File: config.mk
export PLATFORM = sky130hd
export DESIGN_NAME = tbu_top
export DESIGN_NICKNAME = d
export VERILOG_FILES = /design/src/rtl/tbu_pkg.sv /design/src/rtl/tbu_addr.sv /design/src/rtl/tbu_prev.sv /design/src/rtl/tbu_lifo.sv /design/src/rtl/tbu_top.sv
export SDC_FILE = /design/constraint.sdc
export NUM_CORES = 1
export LEC_CHECK = 0
export ABC_CLOCK_PERIOD_IN_PS = 3910
export BUFFER_PORTS_ARGS = -buffer_cell sky130_fd_sc_hd__buf_4
export CAP_MARGIN = 10
export CORE_MARGIN = 5
export CORE_UTILIZATION = 63
export CTS_CLUSTER_DIAMETER = 30
export DETAILED_ROUTE_END_ITERATION = 10
export GPL_TIMING_DRIVEN = 0
export PLACE_DENSITY = 0.94
export SYNTH_ARGS = -nofsm -noshare
export SYNTH_HDL_FRONTEND = slang
export SYNTH_HIERARCHICAL = 1
export SYNTH_SLANG_ARGS = --single-unit
File: constraint.sdc
create_clock -name clk -period 3.91 [get_ports clk]
set_input_delay 1.173 -clock clk [delete_from_list [all_inputs] [get_ports clk]]
set_output_delay 1.173 -clock clk [all_outputs]
set_load 0.02 [all_outputs]
File: src/rtl/tbu_pkg.sv
package tbu_pkg;
   typedef enum logic [1:0] {
      TB_IDLE  = 2'd0,
      TB_READ  = 2'd1,
      TB_EVAL  = 2'd2,
      TB_DRAIN = 2'd3
   } tbu_state_e;
endpackage

File: src/rtl/tbu_addr.sv
module tbu_addr #(
   parameter int ADDR_W  = 12,
   parameter int ITER_W  = 9,
   parameter int COL_W   = 6,
   parameter int COL_MIN = 3,
   parameter int K_NUM   = 4
) (
   input  logic [1:0]        ksel,
   input  logic [ITER_W-1:0] iter,
   input  logic [COL_W-1:0]  col,
   output logic [ADDR_W-1:0] addr
);
   logic [ADDR_W-1:0] cand [K_NUM];

   if (ITER_W + COL_MIN != ADDR_W) begin : g_bad_split
      $error("iteration and column widths must fill the address");
   end

   for (genvar kk = 0; kk < K_NUM; kk++) begin : g_split
      localparam int CW = COL_MIN + kk;
      assign cand[kk] = {iter[ITER_W-1-kk:0], col[CW-1:0]};
   end

   assign addr = cand[ksel];
endmodule

File: src/rtl/tbu_prev.sv
module tbu_prev #(
   parameter int COL_W   = 6,
   parameter int COL_MIN = 3,
   parameter int K_NUM   = 4
) (
   input  logic [1:0]       ksel,
   input  logic [2:1]       row_hi,
   input  logic [COL_W-1:0] col,
   input  logic             v,
   output logic [2:0]       prev_row,
   output logic [COL_W-1:0] prev_col
);
   logic [2:0]       prow_c [K_NUM];
   logic [COL_W-1:0] pcol_c [K_NUM];

   if (COL_MIN < 2) begin : g_bad_col
      $error("column field needs at least two bits");
   end

   for (genvar kk = 0; kk < K_NUM; kk++) begin : g_step
      localparam int CW = COL_MIN + kk;
      logic hi, nx;
      assign hi = col[CW-1];
      assign nx = col[CW-2];
      assign prow_c[kk] = {row_hi[1] ^ nx, v, hi};
      if (CW < COL_W) begin : g_pad
         assign pcol_c[kk] = {{(COL_W-CW){1'b0}}, col[CW-2:0], row_hi[2] ^ hi};
      end else begin : g_full
         assign pcol_c[kk] = {col[CW-2:0], row_hi[2] ^ hi};
      end
   end

   assign prev_row = prow_c[ksel];
   assign prev_col = pcol_c[ksel];
endmodule

File: src/rtl/tbu_lifo.sv
module tbu_lifo #(
   parameter int N = 16,
   localparam int LW = $clog2(N + 1)
) (
   input  logic          clk,
   input  logic          rst_n,
   input  logic          push,
   input  logic          din,
   input  logic          pop,
   output logic          top,
   output logic [LW-1:0] lvl
);
   logic [N-1:0] sh;

   if (N < 2) begin : g_bad_n
      $error("store depth must be at least two");
   end

   always_ff @(posedge clk or negedge rst_n) begin
      if (!rst_n) begin
         sh  <= '0;
         lvl <= '0;
      end else if (push) begin
         sh  <= {sh[N-2:0], din};
         lvl <= lvl + 1'b1;
      end else if (pop) begin
         sh  <= {1'b0, sh[N-1:1]};
         lvl <= lvl - 1'b1;
      end
   end

   assign top = sh[0];
endmodule

File: src/rtl/tbu_top.sv
module tbu_top #(
   parameter int ADDR_W  = 12,
   parameter int WORD_W  = 8,
   parameter int DEPTH_W = 6,
   parameter int K_MIN   = 7,
   parameter int K_NUM   = 4,
   localparam int ROW_W   = $clog2(WORD_W),
   localparam int COL_MIN = K_MIN - 1 - ROW_W,
   localparam int COL_W   = COL_MIN + K_NUM - 1,
   localparam int ITER_W  = ADDR_W - COL_MIN,
   localparam int LIFO_N  = 1 << K_NUM,
   localparam int STEP_W  = DEPTH_W + 1
) (
   input  logic               clk,
   input  logic               rst_n,
   input  logic               start,
   input  logic [1:0]         k_sel,
   input  logic [DEPTH_W-1:0] tb_depth,
   input  logic [ITER_W-1:0]  start_iter,
   input  logic [COL_W-1:0]   start_col,
   input  logic [ROW_W-1:0]   start_row,
   output logic               mem_rd,
   output logic [ADDR_W-1:0]  mem_addr,
   input  logic [WORD_W-1:0]  mem_data,
   output logic               busy,
   output logic               dec_valid,
   output logic               dec_bit
);
   import tbu_pkg::*;

   if (ROW_W != 3 || WORD_W != (1 << ROW_W)) begin : g_bad_word
      $error("survivor word must be 8 bits");
   end
   if (K_NUM != 4) begin : g_bad_knum
      $error("k_sel is two bits wide");
   end

   tbu_state_e          st;
   logic [1:0]          ksel_q;
   logic [DEPTH_W-1:0]  depth_q, depth_c;
   logic [STEP_W-1:0]   step_q, last_q, last_c;
   logic [ITER_W-1:0]   iter_q;
   logic [COL_W-1:0]    col_q, col_mask, prev_col;
   logic [ROW_W-1:0]    row_q, prev_row;
   logic                v_bit, push, pop;
   logic [$clog2(LIFO_N+1)-1:0] lvl;

   // effective depth and step count for the requested length
   always_comb begin
      int n_i, lim_i, d_i;
      n_i   = LIFO_N >> k_sel;
      lim_i = (1 << DEPTH_W) + 1 - n_i;
      if (lim_i > (1 << DEPTH_W) - 2) lim_i = (1 << DEPTH_W) - 2;
      d_i = int'(tb_depth);
      if (d_i < 1) d_i = 1;
      if (d_i > lim_i) d_i = lim_i;
      depth_c  = DEPTH_W'(d_i);
      last_c   = STEP_W'(d_i + n_i - 1);
      col_mask = COL_W'((1 << (COL_MIN + int'(k_sel))) - 1);
   end

   tbu_addr #(.ADDR_W(ADDR_W), .ITER_W(ITER_W), .COL_W(COL_W),
              .COL_MIN(COL_MIN), .K_NUM(K_NUM)) u_addr (
      .ksel(ksel_q), .iter(iter_q), .col(col_q), .addr(mem_addr));

   assign v_bit = mem_data[row_q];

   tbu_prev #(.COL_W(COL_W), .COL_MIN(COL_MIN), .K_NUM(K_NUM)) u_prev (
      .ksel(ksel_q), .row_hi(row_q[2:1]), .col(col_q), .v(v_bit),
      .prev_row(prev_row), .prev_col(prev_col));

   assign push = (st == TB_EVAL) && (step_q >= {1'b0, depth_q});
   assign pop  = (st == TB_DRAIN);

   tbu_lifo #(.N(LIFO_N)) u_lifo (
      .clk(clk), .rst_n(rst_n), .push(push), .din(v_bit),
      .pop(pop), .top(dec_bit), .lvl(lvl));

   always_ff @(posedge clk or negedge rst_n) begin
      if (!rst_n) begin
         st      <= TB_IDLE;
         ksel_q  <= '0;
         depth_q <= '0;
         step_q  <= '0;
         last_q  <= '0;
         iter_q  <= '0;
         col_q   <= '0;
         row_q   <= '0;
      end else begin
         unique case (st)
            TB_IDLE: if (start) begin
               ksel_q  <= k_sel;
               depth_q <= depth_c;
               last_q  <= last_c;
               step_q  <= STEP_W'(1);
               iter_q  <= start_iter;
               col_q   <= start_col & col_mask;
               row_q   <= start_row;
               st      <= TB_READ;
            end
            TB_READ: st <= TB_EVAL;
            TB_EVAL: begin
               row_q  <= prev_row;
               col_q  <= prev_col;
               iter_q <= iter_q - 1'b1;
               step_q <= step_q + 1'b1;
               st     <= (step_q == last_q) ? TB_DRAIN : TB_READ;
            end
            TB_DRAIN: if (lvl == 1) st <= TB_IDLE;
            default: st <= TB_IDLE;
         endcase
      end
   end

   assign mem_rd    = (st == TB_READ);
   assign busy      = (st != TB_IDLE);
   assign dec_valid = (st == TB_DRAIN);
endmodule

==> qor.txt <==
Run status: finished clean
Post-route design area: 0.00529 mm²
Relative contribution of combinational cells to total power: 0.548
CTS tree: yes
Number of routed nets with antenna violations: 0
Total global routing overflow: 0
DRC violations left: 0
WP depth: 17
Signed area change from the synthesized netlist to the final layout: 23.3%
Ant diodes: 0
Start of the worst register-to-register path: st[1]
Portion of total power attributed to sequential cells: 0.310
Wire length on met2: 6.03 mm
Maximum buffer depth of the clock tree: 2
Worst hold path type: reg2reg
Storage cell area: 0.00158 mm²
Crit path launch: tb_depth[4]
CP cell instances: buf_4, nor3_2, a21oi_2, ha_4, nor2b_4, o211ai_4, a21o_4, a211o_4, and2_4, ha_4, inv_2, ha_4, a21o_1, o21ai_2, a21oi_2, or4_1, o211ai_2
Routed length on met1: 4.49 mm
Top cell type by total area after synthesis: sky130_fd_sc_hd__dfrtp_1
Cell variety after synth: 62
Worst setup path endpoint: last_q[6]
Average wire length per cell after detail routing: 18.9 µm
Largest net degree at the start of global routing: 64
Yosys synthesis warning count: 6
Routability cong.: 0.955
R2r setup slk: 0.81 ns
Largest cells by area after synthesis: sky130_fd_sc_hd__dfrtp_1 (37%), sky130_fd_sc_hd__ha_1 (8.2%), sky130_fd_sc_hd__mux4_2 (5.8%)
Worst reg2reg path endpoint: u_lifo/lvl[3]
Largest clock skew in the final design: 0.00876 ns
Top Family by Delay on Critical Path: compound AO/OA/AOI/OAI gates
Count of flip-flops with a built-in enable after synthesis: 0
Highest routed layer: met4
Core region area: 0.00672 mm²
Post-synthesis average cell area: 9.44 µm²
Final number of hold-violating endpoints: 0
Internal: 2.11 mW
CP max stage delay: 0.42 ns
Number of fillers in the final layout: 400
Maximum VDD drop: 0.287 mV
Critical path launch point type: primary input
Master cell of the clock root buffer: sky130_fd_sc_hd__clkbuf_8
Critical Path Sink Type: flop
Worst setup slack after placement: -0.474 ns
Global-route wire length before repair: 18.9 mm
Static Leak: 2.38 nW
Starting density of the core: 0.638
Total number of vias: 3875
Net switching share of the total power: 0.436
Switching Power: 1.63 mW
Post-detailed-placement half-perimeter wirelength: 7.94 mm
Number of iterations in the first detailed-routing pass: 5
Clock input transition at the sequential cells of the worst setup and hold paths: 0.07 ns
Cell count after synthesis: 454
Leading cell types in the layout, fill and taps excluded: sky130_fd_sc_hd__buf_4 (66), sky130_fd_sc_hd__dfrtp_1 (63), sky130_fd_sc_hd__nand2_1 (57), sky130_fd_sc_hd__o21ai_0 (38), sky130_fd_sc_hd__mux2i_1 (23)
Asr flop ratio synth: 1.00
Most common cell after layout, fill and taps aside: sky130_fd_sc_hd__buf_4
Share of the clock period used by the worst path after layout: 0.990
Via count normalized by instance count: 6.32
Clock network fraction of total power: 0.142
Power Dens Cells: 707 mW/mm²
Primary FF master, synth: sky130_fd_sc_hd__dfrtp_1
Die Span Y: 92.5 µm
Portion of synthesized cell area occupied by the leading cell type: 0.368
Category of the critical setup timing path: in2reg
Clock buffers created by TritonCTS: 9
Synthesis-stage register bit count: 63
Biggest fanout along the worst timing path: 4
Max-slew headroom: 0.474
Required time of the worst setup path: 4.18 ns
Routed wire length on met3: 709 µm
Min Tclk post-route: 3.87 ns
Maximum capacitance violations: 0
Count of final setup violators: 0
CP Data Arrival Time: 4.14 ns
Crit-path most repeated cell: sky130_fd_sc_hd__ha_4
Multi-input gate area: 0.00269 mm²
Slew at the pin closest to its max-slew limit: 0.788 ns
Clk Latency, worst-skew pair: 0.35 ns
Die area: 0.00856 mm²
Site row count: 30
Htree depth: 3
Global-route total usage across every layer: 0.275
Total placed instance area: 0.00490 mm²
Boundary pin count: 53
Number of antenna violations at the first check in global routing: 0
Critical-path top delay cell: sky130_fd_sc_hd__or4_1
Total buffers and inverters traversed by the critical path: 2
Fraction of layout instances using a drive strength above 1: 0.281
Number of nets at the end of the flow: 595
Total number of clock tree sinks: 63
Maximum clock frequency: 0.258 GHz
Via count of the first global-routing pass: 4034
Setup slack after layout: 0.0385 ns
Setup_tns: 0 ns
Number of cells traversed by the worst register-to-register path: 12
Number of port buffers: 52
Cell Area, Synth: 0.00429 mm²
Number of DRC violations after detailed-routing iteration 0: 338
Wirelength, routed: 11.6 mm
Die width: 92.5 µm
Max-slew violation total from the final report: 0
Seq/Total Area, Yosys: 0.368
==> power groups by stage <==
| stage | clock, mW | combinational (mW) | sequential [mW] |
|---|---|---|---|
| detailed placement | 0 | 1.96 | 1.16 |
| global placement | 0 | 1.87 | 1.14 |
| CTS | 0.539 | 1.99 | 1.15 |
| global route | 0.561 | 2.23 | 1.19 |
| finish | 0.532 | 2.05 | 1.16 |
| floorplan | 0 | 1.46 | 1.07 |
==> sequential cells by signal, indices dropped and copies added (netlist names) <==
signal	count
u_lifo/sh	16
depth_q	6
u_lifo/lvl	5
row_q	3
last_q	7
iter_q	9
st	2
step_q	7
ksel_q	2
col_q	6
==> synth_stat cells, drive strengths merged, types with 2 or more instances <==
cell type	n
fa	2
o31ai	2
or3	2
o211ai	5
o41ai	2
a211oi	2
o22ai	9
buf	16
mux2	3
nor2b	4
mux4	11
nand3b	3
nand2	60
a21o	8
nand2b	7
xnor2	9
o21ai	42
nand3	8
and3	3
a22o	2
ha	28
a31oi	6
clkbuf	13
conb	2
o22a	4
nand4	6
and2	4
nor3	5
a21oi	25
mux2i	23
a22oi	4
nor2	25
inv	24
dfrtp	63
a211o	2
xor2	5
o21a	2
or4	4
==> cells by family after synthesis <==
logic type,synth area share
XOR/XNOR,0.0286
AO/OA/AOI/OAI,0.177
AND/OR/NAND/NOR,0.153
multiplexers,0.119
buffers and inverters,0.0616
adder cells (fa/ha/maj),0.0910
other,0.00175
flip-flops,0.368
==> how the worst min path moves through the flow <==
stage / startpoint / endpoint / slack (ns) / cells after the start
2_1_floorplan: depth_q[5] / depth_q[5] / 0.45 / 2
3_3_place_gp: depth_q[5] / depth_q[5] / 0.46 / 2
3_5_place_dp: depth_q[5] / depth_q[5] / 0.47 / 2
4_1_cts: depth_q[5] / depth_q[5] / 0.49 / 2
5_1_grt: depth_q[5] / depth_q[5] / 0.52 / 2
6_report: depth_q[5] / depth_q[5] / 0.49 / 2
==> cell type report <==
type,count,area share
clock inverters,5,0.00592
inverters,24,0.0170
well taps,80,0.0189
repair buffers,61,0.0904
flip-flops and latches,63,0.298
clock buffers,11,0.0286
multi-input cells,340,0.508
plain buffers,29,0.0329
==> routing by layer <==
metal | track usage | up-vias
met5 | 0 | -
met4 | 0.0990 | 0
met3 | 0.0463 | 30
met2 | 0.500 | 158
met1 | 0.327 | 1915
li1 | - | 1772
==> worst min-delay path, stage by stage, from the launching register on <==
cell and delay [ns]:
sky130_fd_sc_hd__dfrtp_1 0.35, sky130_fd_sc_hd__nand2_1 0.05, sky130_fd_sc_hd__o21ai_0 0.06
==> stage by stage <==
stage | power (mW) | hold WS (ns) | util | instances
after floorplan | 2.53 | 0.450 | - | 456
after global placement | 3.01 | 0.465 | 0.730 | 588
after detailed placement | 3.12 | 0.473 | 0.730 | 588
after CTS | 3.68 | 0.489 | 0.764 | 607
after global routing | 3.99 | 0.518 | 0.787 | 613
final | 3.74 | 0.487 | 0.787 | 613
==> timing repair <==
item / 4_1_cts / 5_1_grt
hold endpoints to repair: 0 / 0
setup endpoints to repair: 1 / 2
setup buffers: 3 / 6
pin swaps: 2 / 12
gates cloned: 0 / 0
resized for setup: 4 / 15
hold buffers: 0 / 0
No activity file was read; power rests on OpenSTA's default activity.
